`src/rtl/poscnt_pkg.sv`:
```
package poscnt_pkg;

   // write target codes on the parallel port
   typedef enum logic [1:0] {
      SEL_PRE  = 2'd0,
      SEL_REF0 = 2'd1,
      SEL_REF1 = 2'd2,
      SEL_NONE = 2'd3
   } wsel_e;

   // number of reference comparators in one channel
   localparam int NCMP = 2;

   // clear-edge variants for the qualified clear
   localparam int CLR_BOTH = 0;
   localparam int CLR_RISE = 1;
   localparam int CLR_FALL = 2;

endpackage

```
`src/rtl/poscnt_regs.sv`:
```
module poscnt_regs
   import poscnt_pkg::*;
#(
   parameter int CNT_W  = 24,
   parameter int BYTE_W = 8,
   parameter int NBYTE  = CNT_W / BYTE_W
) (
   input  logic                        clk,
   input  logic                        rst_n,
   input  logic                        wr_en,
   input  logic [1:0]                  wr_sel,
   input  logic [CNT_W-1:0]            wr_data,
   input  logic [NBYTE-1:0]            wr_be,
   output logic [CNT_W-1:0]            pre_o,
   output logic [NCMP-1:0][CNT_W-1:0]  ref_o
);

   wsel_e            sel;
   logic             pre_hit;
   logic [NCMP-1:0]  ref_hit;

   assign sel     = wsel_e'(wr_sel);
   assign pre_hit = wr_en && (sel == SEL_PRE);
   assign ref_hit = {wr_en && (sel == SEL_REF1), wr_en && (sel == SEL_REF0)};

   for (genvar k = 0; k < NBYTE; k++) begin : g_lane
      localparam int LO = k * BYTE_W;

      logic [BYTE_W-1:0] pre_b;

      // preload lane: cleared by reset
      always_ff @(posedge clk or negedge rst_n) begin
         if (!rst_n)
            pre_b <= '0;
         else if (pre_hit && wr_be[k])
            pre_b <= wr_data[LO +: BYTE_W];
      end
      assign pre_o[LO +: BYTE_W] = pre_b;

      // reference lanes: no reset, the stored position survives it
      for (genvar j = 0; j < NCMP; j++) begin : g_ref
         logic [BYTE_W-1:0] ref_b;
         always_ff @(posedge clk) begin
            if (ref_hit[j] && wr_be[k])
               ref_b <= wr_data[LO +: BYTE_W];
         end
         assign ref_o[j][LO +: BYTE_W] = ref_b;
      end
   end

endmodule

```
`src/rtl/poscnt_zdet.sv`:
```
module poscnt_zdet
   import poscnt_pkg::*;
#(
   parameter int CLR_EDGE = CLR_BOTH
) (
   input  logic clk,
   input  logic rst_n,
   input  logic clr_mode,
   input  logic a_in,
   input  logic b_in,
   input  logic z_in,
   output logic clr_hit
);

   logic a_prev;
   logic a_edge;

   always_ff @(posedge clk or negedge rst_n) begin
      if (!rst_n)
         a_prev <= 1'b0;
      else
         a_prev <= a_in;
   end

   // the parameter picks which edges of A qualify
   if (CLR_EDGE == CLR_RISE) begin : g_rise
      assign a_edge = a_in && !a_prev;
   end else if (CLR_EDGE == CLR_FALL) begin : g_fall
      assign a_edge = !a_in && a_prev;
   end else begin : g_both
      assign a_edge = a_in ^ a_prev;
   end

   assign clr_hit = clr_mode && z_in && !b_in && a_edge;

endmodule

```
`src/rtl/poscnt_count.sv`:
```
module poscnt_count #(
   parameter int CNT_W = 24
) (
   input  logic             clk,
   input  logic             rst_n,
   input  logic             step_en,
   input  logic             step_dir,
   input  logic             ld_stb,
   input  logic             lt_stb,
   input  logic             clr_hit,
   input  logic [CNT_W-1:0] pre_i,
   output logic [CNT_W-1:0] count_o,
   output logic [CNT_W-1:0] latch_o
);

   localparam logic [CNT_W-1:0] ONE = CNT_W'(1);

   logic [CNT_W-1:0] cnt_q;
   logic [CNT_W-1:0] cnt_d;
   logic [CNT_W-1:0] lat_q;

   // priority: qualified clear, then load, then step
   always_comb begin
      cnt_d = cnt_q;
      if (clr_hit)
         cnt_d = '0;
      else if (ld_stb)
         cnt_d = pre_i;
      else if (step_en)
         cnt_d = step_dir ? cnt_q + ONE : cnt_q - ONE;
   end

   always_ff @(posedge clk or negedge rst_n) begin
      if (!rst_n) begin
         cnt_q <= '0;
         lat_q <= '0;
      end else begin
         cnt_q <= cnt_d;
         if (lt_stb)
            lat_q <= cnt_q;
      end
   end

   assign count_o = cnt_q;
   assign latch_o = lat_q;

endmodule

```
`src/rtl/poscnt_cmp.sv`:
```
module poscnt_cmp #(
   parameter int CNT_W = 24
) (
   input  logic             clk,
   input  logic             rst_n,
   input  logic [CNT_W-1:0] count_i,
   input  logic [CNT_W-1:0] ref_i,
   input  logic             hold_mode,
   input  logic             hclr,
   output logic             eq_n_o,
   output logic             match_o
);

   logic eq;
   logic held_q;

   assign eq = (count_i == ref_i);

   // sticky state: a release pulse wins over a coincident equality
   always_ff @(posedge clk or negedge rst_n) begin
      if (!rst_n)
         held_q <= 1'b0;
      else if (hclr)
         held_q <= 1'b0;
      else if (eq)
         held_q <= 1'b1;
   end

   assign eq_n_o  = !eq;
   assign match_o = hold_mode ? (held_q || eq) : eq;

endmodule

```
`src/rtl/poscnt_unit.sv`:
```
module poscnt_unit
   import poscnt_pkg::*;
#(
   parameter int CNT_W    = 24,
   parameter int BYTE_W   = 8,
   parameter int NBYTE    = CNT_W / BYTE_W,
   parameter int CLR_EDGE = CLR_BOTH
) (
   input  logic             clk,
   input  logic             rst_n,
   input  logic             step_en,
   input  logic             step_dir,
   input  logic             ld_stb,
   input  logic             lt_stb,
   input  logic             clr_mode,
   input  logic             a_in,
   input  logic             b_in,
   input  logic             z_in,
   input  logic             wr_en,
   input  logic [1:0]       wr_sel,
   input  logic [CNT_W-1:0] wr_data,
   input  logic [NBYTE-1:0] wr_be,
   input  logic [1:0]       hold_mode,
   input  logic [1:0]       hclr,
   output logic [CNT_W-1:0] count_o,
   output logic [CNT_W-1:0] latch_o,
   output logic [1:0]       eq_n_o,
   output logic [1:0]       match_o
);

   // elaboration-time parameter checks
   if (CNT_W < 2 || CNT_W > 64) begin : g_bad_width
      $error("poscnt_unit: CNT_W out of range");
   end
   if (BYTE_W < 1 || (CNT_W % BYTE_W) != 0) begin : g_bad_lane
      $error("poscnt_unit: CNT_W must be a multiple of BYTE_W");
   end
   if (NBYTE != CNT_W / BYTE_W) begin : g_bad_nbyte
      $error("poscnt_unit: NBYTE must equal CNT_W/BYTE_W");
   end
   if (CLR_EDGE < CLR_BOTH || CLR_EDGE > CLR_FALL) begin : g_bad_edge
      $error("poscnt_unit: unknown CLR_EDGE variant");
   end

   logic [CNT_W-1:0]           pre_q;
   logic [NCMP-1:0][CNT_W-1:0] ref_q;
   logic                       clr_hit;

   poscnt_regs #(
      .CNT_W (CNT_W),
      .BYTE_W(BYTE_W),
      .NBYTE (NBYTE)
   ) u_regs (
      .clk    (clk),
      .rst_n  (rst_n),
      .wr_en  (wr_en),
      .wr_sel (wr_sel),
      .wr_data(wr_data),
      .wr_be  (wr_be),
      .pre_o  (pre_q),
      .ref_o  (ref_q)
   );

   poscnt_zdet #(
      .CLR_EDGE(CLR_EDGE)
   ) u_zdet (
      .clk     (clk),
      .rst_n   (rst_n),
      .clr_mode(clr_mode),
      .a_in    (a_in),
      .b_in    (b_in),
      .z_in    (z_in),
      .clr_hit (clr_hit)
   );

   poscnt_count #(
      .CNT_W(CNT_W)
   ) u_count (
      .clk     (clk),
      .rst_n   (rst_n),
      .step_en (step_en),
      .step_dir(step_dir),
      .ld_stb  (ld_stb),
      .lt_stb  (lt_stb),
      .clr_hit (clr_hit),
      .pre_i   (pre_q),
      .count_o (count_o),
      .latch_o (latch_o)
   );

   for (genvar i = 0; i < NCMP; i++) begin : g_cmp
      poscnt_cmp #(
         .CNT_W(CNT_W)
      ) u_cmp (
         .clk      (clk),
         .rst_n    (rst_n),
         .count_i  (count_o),
         .ref_i    (ref_q[i]),
         .hold_mode(hold_mode[i]),
         .hclr     (hclr[i]),
         .eq_n_o   (eq_n_o[i]),
         .match_o  (match_o[i])
      );
   end

endmodule

```
`config.mk`:
```
export PLATFORM = sky130hd
export DESIGN_NAME = poscnt_unit
export DESIGN_NICKNAME = d
export VERILOG_FILES = /design/src/rtl/poscnt_pkg.sv /design/src/rtl/poscnt_regs.sv /design/src/rtl/poscnt_zdet.sv /design/src/rtl/poscnt_count.sv /design/src/rtl/poscnt_cmp.sv /design/src/rtl/poscnt_unit.sv
export SDC_FILE = /design/constraint.sdc
export NUM_CORES = 1
export LEC_CHECK = 0
export BUFFER_PORTS_ARGS = -buffer_cell sky130_fd_sc_hd__buf_2
export CAP_MARGIN = 25
export CORE_UTILIZATION = 50
export DETAILED_ROUTE_END_ITERATION = 10
export GPL_TIMING_DRIVEN = 0
export PLACE_DENSITY_LB_ADDON = 0.12
export SYNTH_ARGS = -nofsm -noshare
export SYNTH_HDL_FRONTEND = slang
export SYNTH_SLANG_ARGS = --single-unit
```
`constraint.sdc`:
```
create_clock -name clk -period 2.6 [get_ports clk]
set_input_delay 0.13 -clock clk [delete_from_list [all_inputs] [get_ports clk]]
set_output_delay 0.13 -clock clk [all_outputs]
set_load 0.05 [all_outputs]
```
==> results of run 1 <==
-- worst max-delay path, delay by kind of cell (launching register included) --
kind / cells / cell delay (ns)
AOI/OAI and AO/OA: 5 / 1.07
xor gates and xnor gates: 1 / 0.24
adders and majority gates: 1 / 0.47
DFF: 1 / 0.48
and+or+nand+nor: 1 / 0.11
-- cell families after synthesis --
logic type,count (synthesis),share of synthesized area
AND/OR/NAND/NOR,130,0.109
flip-flops,123,0.512
AO/OA/AOI/OAI,119,0.125
XOR/XNOR,68,0.0919
multiplexers,51,0.0878
buffers and inverters,42,0.0286
adder cells (fa/ha/maj),23,0.0456
-- area by class of cell --
type	instances	area share
Buffer	31	0.0178
Clock buffer	22	0.0561
Timing Repair Buffer	122	0.0949
Sequential cell	123	0.411
Multi-Input combinational cell	391	0.370
Clock inverter	10	0.0175
Tap cell	172	0.0266
Inverter	11	0.00557
Timing Repair inverter	1	0.000928
-- report_power, final --
group	switching (mW)	internal [mW]
sequential	0.389	2.35
combinational	1.93	1.07
clock	0.845	1.53
total	3.17	4.95
-- flip-flops by register name (all words and copies together), names as in the netlist --
signal and cells:
u_regs.g_lane.pre_b 24, u_regs.g_lane.g_ref.ref_b 48, u_count.latch_o 24, u_zdet.a_prev 1, g_cmp.u_cmp.held_q 2, u_count.count_o 24
-- worst max-delay path by stage --
stage                                                from                              end
final                      u_count.count_o[1]$_DFFE_PN0P_  u_count.count_o[16]$_DFFE_PN0P_
after global routing      u_count.count_o[16]$_DFFE_PN0P_  u_count.count_o[22]$_DFFE_PN0P_
after CTS                  u_count.count_o[1]$_DFFE_PN0P_  u_count.count_o[16]$_DFFE_PN0P_
after detailed placement                         step_dir  u_count.count_o[16]$_DFFE_PN0P_
after global placement                           step_dir  u_count.count_o[16]$_DFFE_PN0P_
after floorplan            u_count.count_o[6]$_DFFE_PN0P_  u_count.count_o[15]$_DFFE_PN0P_
-- cells in the final DEF, fill, tap and decap left out, drive strengths merged, types with 2 or more instances in the layout --
cell type	count
buf	108
dfrtp	75
edfxtp	48
mux2	47
a21oi	45
xnor2	42
clkbuf	39
nand2	34
dlygate4sd3	28
xor2	26
nor2	24
ha	22
o21ai	19
nand4	12
nor3b	11
a211oi	11
and2	10
inv	10
o22ai	9
a21o	8
nor3	8
nor4	7
clkinv	6
nand3	5
a31oi	5
o21bai	5
and3	5
nor2b	4
mux2i	4
clkinvlp	3
nor4b	3
bufinv	3
a221oi	3
and3b	2
nand4b	2
a22oi	2
o21a	2
a31o	2
-- per-layer routing --
layer,GRT usage,share of wire,up-vias
met3,0.0523,0.055,24
met1,0.346,0.44,2451
met4,0.0991,0.019,0
met2,0.438,0.49,183
met5,0,0,-
li1,-,-,2321
-- repair_timing --
item / 4_1_cts / 5_1_grt
endpoints found under the hold margin: 107 / 0
endpoints found under the setup margin: 0 / 8
hold buffers: 28 / 0
resized for setup: 0 / 11
==> impl.org, run 1 <==
** Hold path
- Min-delay src :: ld_stb
- The min-delay analysis places its worst path in the category primary input to flop.
- Endpoint, Worst Hold :: u_count.count_o[15]$_DFFE_PN0P_
- The worst hold path was traced through 3 stages.

** Floorplan
- Chip height :: roughly 120 um
- Measured along the x axis, the die boundary spans 116 um.
- For this design the top-level I/O count stands at between 90 and 100.
- Die area :: 0.0134 mm^2
- The floorplan has 41 rows.
- Initial core utilization :: 0.514
- Core ar. :: between 0.01 and 0.015 mm^2

** Detailed routing
- In the final routed layout, each cell accounts on average for ~19 um.
- In the routed layout, each cell is associated on average with a via count of ~5.6.
- The count of nets left with antenna violations once routing finished came out at 0.
- Wirelength, routed :: approximately 17000 um
- Total iterations of the first detailed-routing run :: 5
- Number of DRC markers after the initial detailed-route iteration :: ~330
- Detailed-route via count :: roughly 5000
- DR DRC count :: 0

** Global routing
- Number of antenna violations at the first check in global routing :: 0
- Total Routing Usage GR :: 0.265
- For this run the aggregate overflow at the end of global routing stands at 0.
- Via count of the first global-routing pass :: 4803
- Maximum number of pins on one net before global-route repair :: ~40
- The first global-routing pass estimated 25700 um of wire.

** Synth
- The synthesized design contains 123 register bits.
- Of all flip-flops after synthesis, the portion carrying an async set or reset was 0.610.
- Top FF cell, synth :: sky130_fd_sc_hd__dfrtp_1
- Yosys instantiated no cell more often than sky130_fd_sc_hd__dfrtp_1.
- Number of flops mapped to enable cells by yosys :: 48
- The cell count after synthesis came out at roughly 560.
- Cell taking the most area after synthesis :: sky130_fd_sc_hd__dfrtp_1
- For this run, the register share of the synthesized area comes to 0.512.
- Distinct cell type count of the synthesized netlist :: 59
- Post-Syn Nets :: just over 600
- Biggest area contributors in the synthesized netlist :: sky130_fd_sc_hd__dfrtp_1 29%, sky130_fd_sc_hd__edfxtp_1 22%, sky130_fd_sc_hd__mux2_2 8.2%, sky130_fd_sc_hd__xnor2_1 5.7%, sky130_fd_sc_hd__ha_1 4.2%
- Synth top cells by count :: 75 x sky130_fd_sc_hd__dfrtp_1, 48 x sky130_fd_sc_hd__edfxtp_1, 47 x sky130_fd_sc_hd__mux2_2, 43 x sky130_fd_sc_hd__a21oi_1, 42 x sky130_fd_sc_hd__xnor2_1
- Averaged over all synthesized cells, the footprint is approximately 12 um^2.
- YS warnings :: 0
- Of the post-synthesis cell area, the dominant cell type holds 0.290.
- Cell Area, Synth :: ~0.0065 mm^2

** STA
- Summed over all failing endpoints, the final setup total negative slack is 0 ns.
- The number of pins exceeding their max-slew limit in the final report came to 0.
- Timing-limited maximum frequency :: about 390 MHz
- Setup violations remaining at the end of the flow were counted as 0.
- The worst path in the final design needs a cycle of 2.53 ns, including I/O delays and setup.
- Tightest hold margin :: about 0.15 ns
- Across the routed clock network, the largest skew measured is ~0.010 ns.
- Part of the cycle the worst path needs :: 0.974
- Rel. slew slack :: 0.608
- Setup repair after global routing missed its margin :: no
- Worst setup slack after layout :: 0.0683 ns
- For the pin with the worst max-slew slack, the measured transition is 0.587 ns.
- Number of hold-slack violations in the final timing report :: 0

** CTS
- No sink is reached through more buffers than the 2 on the longest clock path.
- The root buffer cell chosen for the clock tree is sky130_fd_sc_hd__clkbuf_16.
- Cts bufs inserted :: 17
- In this run the number of H-tree levels came out at 4.
- CTS tree :: yes
- In this run the post-CTS setup repair buffer count came out at 0.
- Total clock sinks :: roughly 120
- CTS clk-pin slew, worst paths :: ~0.05 ns
- Insertion delay to the later sink of the worst-skew pair :: 0.42 ns

** Run status
- The flow ran to the end, and the final reports show no timing, DRC or antenna violations.

** Place
- The congestion estimate from routability-driven global placement came to approximately 0.9.
- The count of buffers added on input and output ports is 93.
- Number of placed cells counting well taps :: between 800 and 900
- Placement-stage worst setup slack :: -0.379 ns
- DP Wirelength :: roughly 12000 um
- Summing all placed instances gives a cell area of just over 0.007 mm^2.

** Setup path
- Of all nets on the critical path, the largest fanout is 7.
- Depth of the worst register-to-register path :: 8
- Slowest cell on the critical path :: sky130_fd_sc_hd__dfrtp_2
- R2r setup slk :: between 0.06 and 0.07 ns
- Startpoint types :: flop
- Capture instance of the worst register-to-register path :: u_count.count_o[16]$_DFFE_PN0P_
- Walking the worst path, the cells encountered are fa_1 -> a21oi_4 -> o211ai_4 -> a2111oi_4 -> nor3_4 -> a211oi_2 -> xor2_1 -> o22ai_1.
- STA puts the critical path data arrival time at ~2.8 ns.
- STA classifies the critical path endpoint as a flop.
- Data required, critical path :: about 2.9 ns
- For this run, the slowest stage of the critical path takes roughly 0.48 ns.
- Crit Path Class :: flop to flop
- In this run the critical register-to-register path is launched from u_count.count_o[1]$_DFFE_PN0P_.

** Cells and area
- Filler cells :: roughly 1000
- Utilization after layout :: 0.641
- With fillers left out, the area of the finished cells amounts to 0.00809 mm^2.
- The area growth from synthesis to layout is 24.9%.
- Summing all multi-input logic gate instances after layout gives ~0.003 mm^2.
- Registers take roughly 0.0033 mm^2.
- In the final design database the tool counted roughly 770 nets.
- Inserted Diodes :: 0
- Share of post-route cells with drive strength above 1 :: 0.290
- For this run, the number of standard cells in the final layout without fillers is about 900.

** Pwr
- VDD sags by at most about 680 uV.
- Ratio of total power to cell area :: approximately 1000 mW/mm^2
- Overall power of the completed layout :: a little over 8 mW
- Summed over all cells, the static leakage comes to approximately 3.4 nW.

** Run
- The tool flagged a number of max-cap violations equal to 0.
(Power assumes the default switching activity.)
==> run 2, diff against run 1 <==
Settings changed: CORE_UTILIZATION 50 to 54.
==> run 2 against run 1 <==
Against the previous run:
- the run now ends with design-rule violations left
- cell area is 0.77% lower
- combinational power is essentially flat
- final cell count decreased by 3.3%
- routed wire length about the same
- utilization increased by 5.3 points
- clock power fell by 7%
- count of clock-buffer cells in the layout down 3
- critical path depth stayed put
- non-clock buffer count rose by 1
==> impl.org, run 2 (synthesis results as in run 1) <==
** CTS
- The tree is rooted in a sky130_fd_sc_hd__clkbuf_16.
- Clock-pin slew was measured on the worst setup and hold paths at roughly 0.06 ns.
- Insertion delay to the later sink of the worst-skew pair :: between 0.4 and 0.5 ns
- CTS tree :: yes
- Number of H-tree levels :: 4
- Deepest clock path buffer count :: 2
- Total clock sinks :: approximately 120
- Cts bufs inserted :: 17

** Pwr
- Leakage Power :: 3.35 nW
- Combinational share of power :: 0.378
- Worst vdd rail ir drop :: slightly above 700 uV
- Of the total power, the share spent switching nets is 0.406.
- Of the total power, registers draw 0.344.
- Ratio of total power to cell area :: about 990 mW/mm^2
- Clock network fraction of design power :: 0.277
- Overall power of the completed layout :: approximately 8 mW
- The internal power of the cells totals 4.74 mW.
- Power spent charging and discharging nets :: around 3.2 mW

** Cells and area
- Share of post-route cells with drive strength above 1 :: 0.298
- The library cell used most frequently in the layout, excluding fill and tap cells, is sky130_fd_sc_hd__buf_2.
- Post-route non-filler standard cell count :: ~850
- Registers take approximately 0.0033 mm^2.
- The multi-input combinational cells in the finished layout cover a total of between 0.003 and 0.004 mm^2.
- Filler cells :: 860
- Flip-flop count of the largest register, all copies and words added :: 48
- Inserted Diodes :: 0
- The register with the most flip-flops in the final layout is u_regs.g_lane.g_ref.ref_b.
- Nets@finish :: roughly 770
- Relative to the synthesized area, the layout overhead comes to 23.9%.
- Commonest cells after routing, fill and taps aside :: 102 x sky130_fd_sc_hd__buf_2, 71 x sky130_fd_sc_hd__dfrtp_1, 48 x sky130_fd_sc_hd__edfxtp_1

** STA
- At the pin with the least slew margin, the transition time is between 0.5 and 0.6 ns.
- The routed design could run at a clock period as short as about 2.5 ns.
- Worst Skew :: approximately 0.011 ns
- Max Transition Viols Final :: 0
- Total of endpoints with negative setup slack in the final report :: 0
- Headroom to the max-slew limit came out at 0.607.
- Of the available clock period, the critical path in the final layout requires 0.961.
- Setup repair after global routing could not meet its margin everywhere.
- Number of hold-slack violations in the final timing report :: 0
- For this run, the top clock speed supported by timing is approximately 400 MHz.
- Once routing completed, OpenROAD measured the worst setup slack at just over 0.1 ns.

** Detailed routing
- Detailed-route wire length per cell :: 19.8 um
- In this run the remaining antenna-violating nets after routing total 0.
- Total iterations of the first detailed-routing run :: 11
- The detailed router finished its first iteration with between 300 and 400 violations.
- Wirelength, routed :: roughly 17000 um
- Dividing the detail-routed via count by the number of cells gives 5.83.
- Detailed-route via count :: approximately 5000
- DR DRC count :: 6

** Setup path
- Data on the critical path is required at its endpoint by roughly 2.9 ns.
- Crit end category :: flop
- Startpoint types :: flop
- At the worst endpoint, the arrival time is 2.82 ns.
- Capture instance of the worst register-to-register path :: u_count.count_o[15]$_DFFE_PN0P_
- Depth of the worst register-to-register path :: 8
- R2r setup slk :: between 0.1 and 0.15 ns
- Max Fanout on Critical Path :: 6
- The worst setup path is of the flop to flop kind.
- The startpoint identified for the worst register-to-register timing path is u_count.count_o[8]$_DFFE_PN0P_.

** Floorplan
- Chip height :: roughly 110 um
- Chip Width :: 112 um
- Num ports :: 96
- Die area :: approximately 0.012 mm^2
- The core region is 0.0116 mm^2.
- For this configuration, the core starts out at a cell density of 0.561.
- Site row count :: 39

** Run
- The tool flagged a number of max-cap violations equal to 0.

** Hold path
- The path class of the tightest hold or removal check is primary input to flop.
- Min-delay src :: ld_stb
- Endpoint, Worst Hold :: u_count.count_o[15]$_DFFE_PN0P_
- The worst hold path was traced through 3 stages.

** Global routing
- Total Routing Usage GR :: 0.287
- The via count of the first global-routing pass came to 4933.
- The initial antenna violation count is 0.
- Maximum number of pins on one net before global-route repair :: about 40
- Summed over all layers, the global routing overflow is 0.
- The first global-routing pass estimated 26400 um of wire.

** Run status
- Violated checks :: design-rule violations
- The flow ran to the end, but the final reports show violations.

** Place
- Once placement completed, the tool counted placed cells totaling between 700 and 800.
- Placement-stage worst setup slack :: -0.355 ns
- At the end of routability-driven placement, the weighted congestion stood at approximately 0.84.
- IO Port Bufs :: between 90 and 100
- The wire-length estimate of the detail-placed layout is around 13000 um.
-- run 2: changes by cell type in the layout (fill, tap and decap cells not counted), moves of 2 or more --
cell	change
sky130_fd_sc_hd__inv_6	+2
sky130_fd_sc_hd__bufinv_16	-2
sky130_fd_sc_hd__ha_2	+2
sky130_fd_sc_hd__clkbuf_1	-2
sky130_fd_sc_hd__ha_1	-2
sky130_fd_sc_hd__clkinvlp_4	+4
sky130_fd_sc_hd__clkinv_4	-2
-- run 2: what timing repair did --
| item | 4_1_cts | 5_1_grt |
|---|---|---|
| buffers inserted | 0 | 1 |
| gates resized for setup | 0 | 14 |
| hold buffers | 28 | 0 |
| setup endpoints to repair | 0 | 10 |
| endpoints found under the hold margin | 109 | 0 |
-- run 2: worst max-delay path by stage --
stage | from | endpoint | slack (ns) | cells past startpoint
after floorplan | u_count.count_o[6]$_DFFE_PN0P_ | u_count.count_o[15]$_DFFE_PN0P_ | 0.07 | 8
after global placement | step_dir | u_count.count_o[16]$_DFFE_PN0P_ | -0.33 | 10
after detailed placement | step_dir | u_count.count_o[16]$_DFFE_PN0P_ | -0.36 | 10
after CTS | u_count.count_o[1]$_DFFE_PN0P_ | u_count.count_o[16]$_DFFE_PN0P_ | 0.007 | 8
after global routing | u_count.count_o[7]$_DFFE_PN0P_ | u_count.count_o[15]$_DFFE_PN0P_ | -0.02 | 8
final | u_count.count_o[8]$_DFFE_PN0P_ | u_count.count_o[15]$_DFFE_PN0P_ | 0.10 | 8
-- run 2: metrics by stage --
| step | TNS [ns] | hold WS, ns | util | area, um^2 |
|---|---|---|---|---|
| final | 0 | 0.171 | 0.694 | 8030 |
| after global placement | -2.72 | 0.263 | 0.616 | 7130 |
| after floorplan | 0 | -0.166 | - | 6480 |
| after CTS | 0 | 0.131 | 0.690 | 7980 |
| after global routing | -0.0389 | 0.188 | 0.694 | 8030 |
| after detailed placement | -3.25 | 0.136 | 0.618 | 7150 |
-- run 2: layout make-up --
type,count,share of cell area
repair buffers,123,0.0966
inverters,11,0.00561
clock buffers,19,0.0539
multi-input cells,391,0.375
clock inverters,13,0.0148
flip-flops and latches,123,0.414
well taps,143,0.0223
plain buffers,31,0.0179
-- run 2: critical path: stages (launching register included) --
cell and delay (ns):
sky130_fd_sc_hd__dfrtp_1 0.50, sky130_fd_sc_hd__ha_2 0.38, sky130_fd_sc_hd__and3_1 0.20, sky130_fd_sc_hd__and3_4 0.20
sky130_fd_sc_hd__a211oi_4 0.35, sky130_fd_sc_hd__o22ai_1 0.15, sky130_fd_sc_hd__a31o_1 0.25, sky130_fd_sc_hd__xnor2_1 0.13
sky130_fd_sc_hd__a211oi_1 0.25
-- run 2: power groups by stage --
| stage | combinational, mW | sequential (mW) | clock [mW] |
|---|---|---|---|
| 3_5_place_dp | 2.93 | 2.78 | 0 |
| 5_1_grt | 3.22 | 2.78 | 2.31 |
| 4_1_cts | 2.98 | 2.74 | 2.23 |
| 3_3_place_gp | 2.87 | 2.76 | 0 |
| 2_1_floorplan | 1.47 | 3.42 | 0 |
| 6_report | 3.02 | 2.74 | 2.21 |
-- run 2: routing by layer --
layer / wire [um] / part of all wire / GRT usage / vias to the layer above
met1: 7140 / 0.42 / 0.374 / 2411
met5: 0 / 0 / 0 / -
met4: 490 / 0.029 / 0.130 / 0
li1: - / - / - / 2322
met3: 1170 / 0.069 / 0.0708 / 35
met2: 8130 / 0.48 / 0.458 / 210
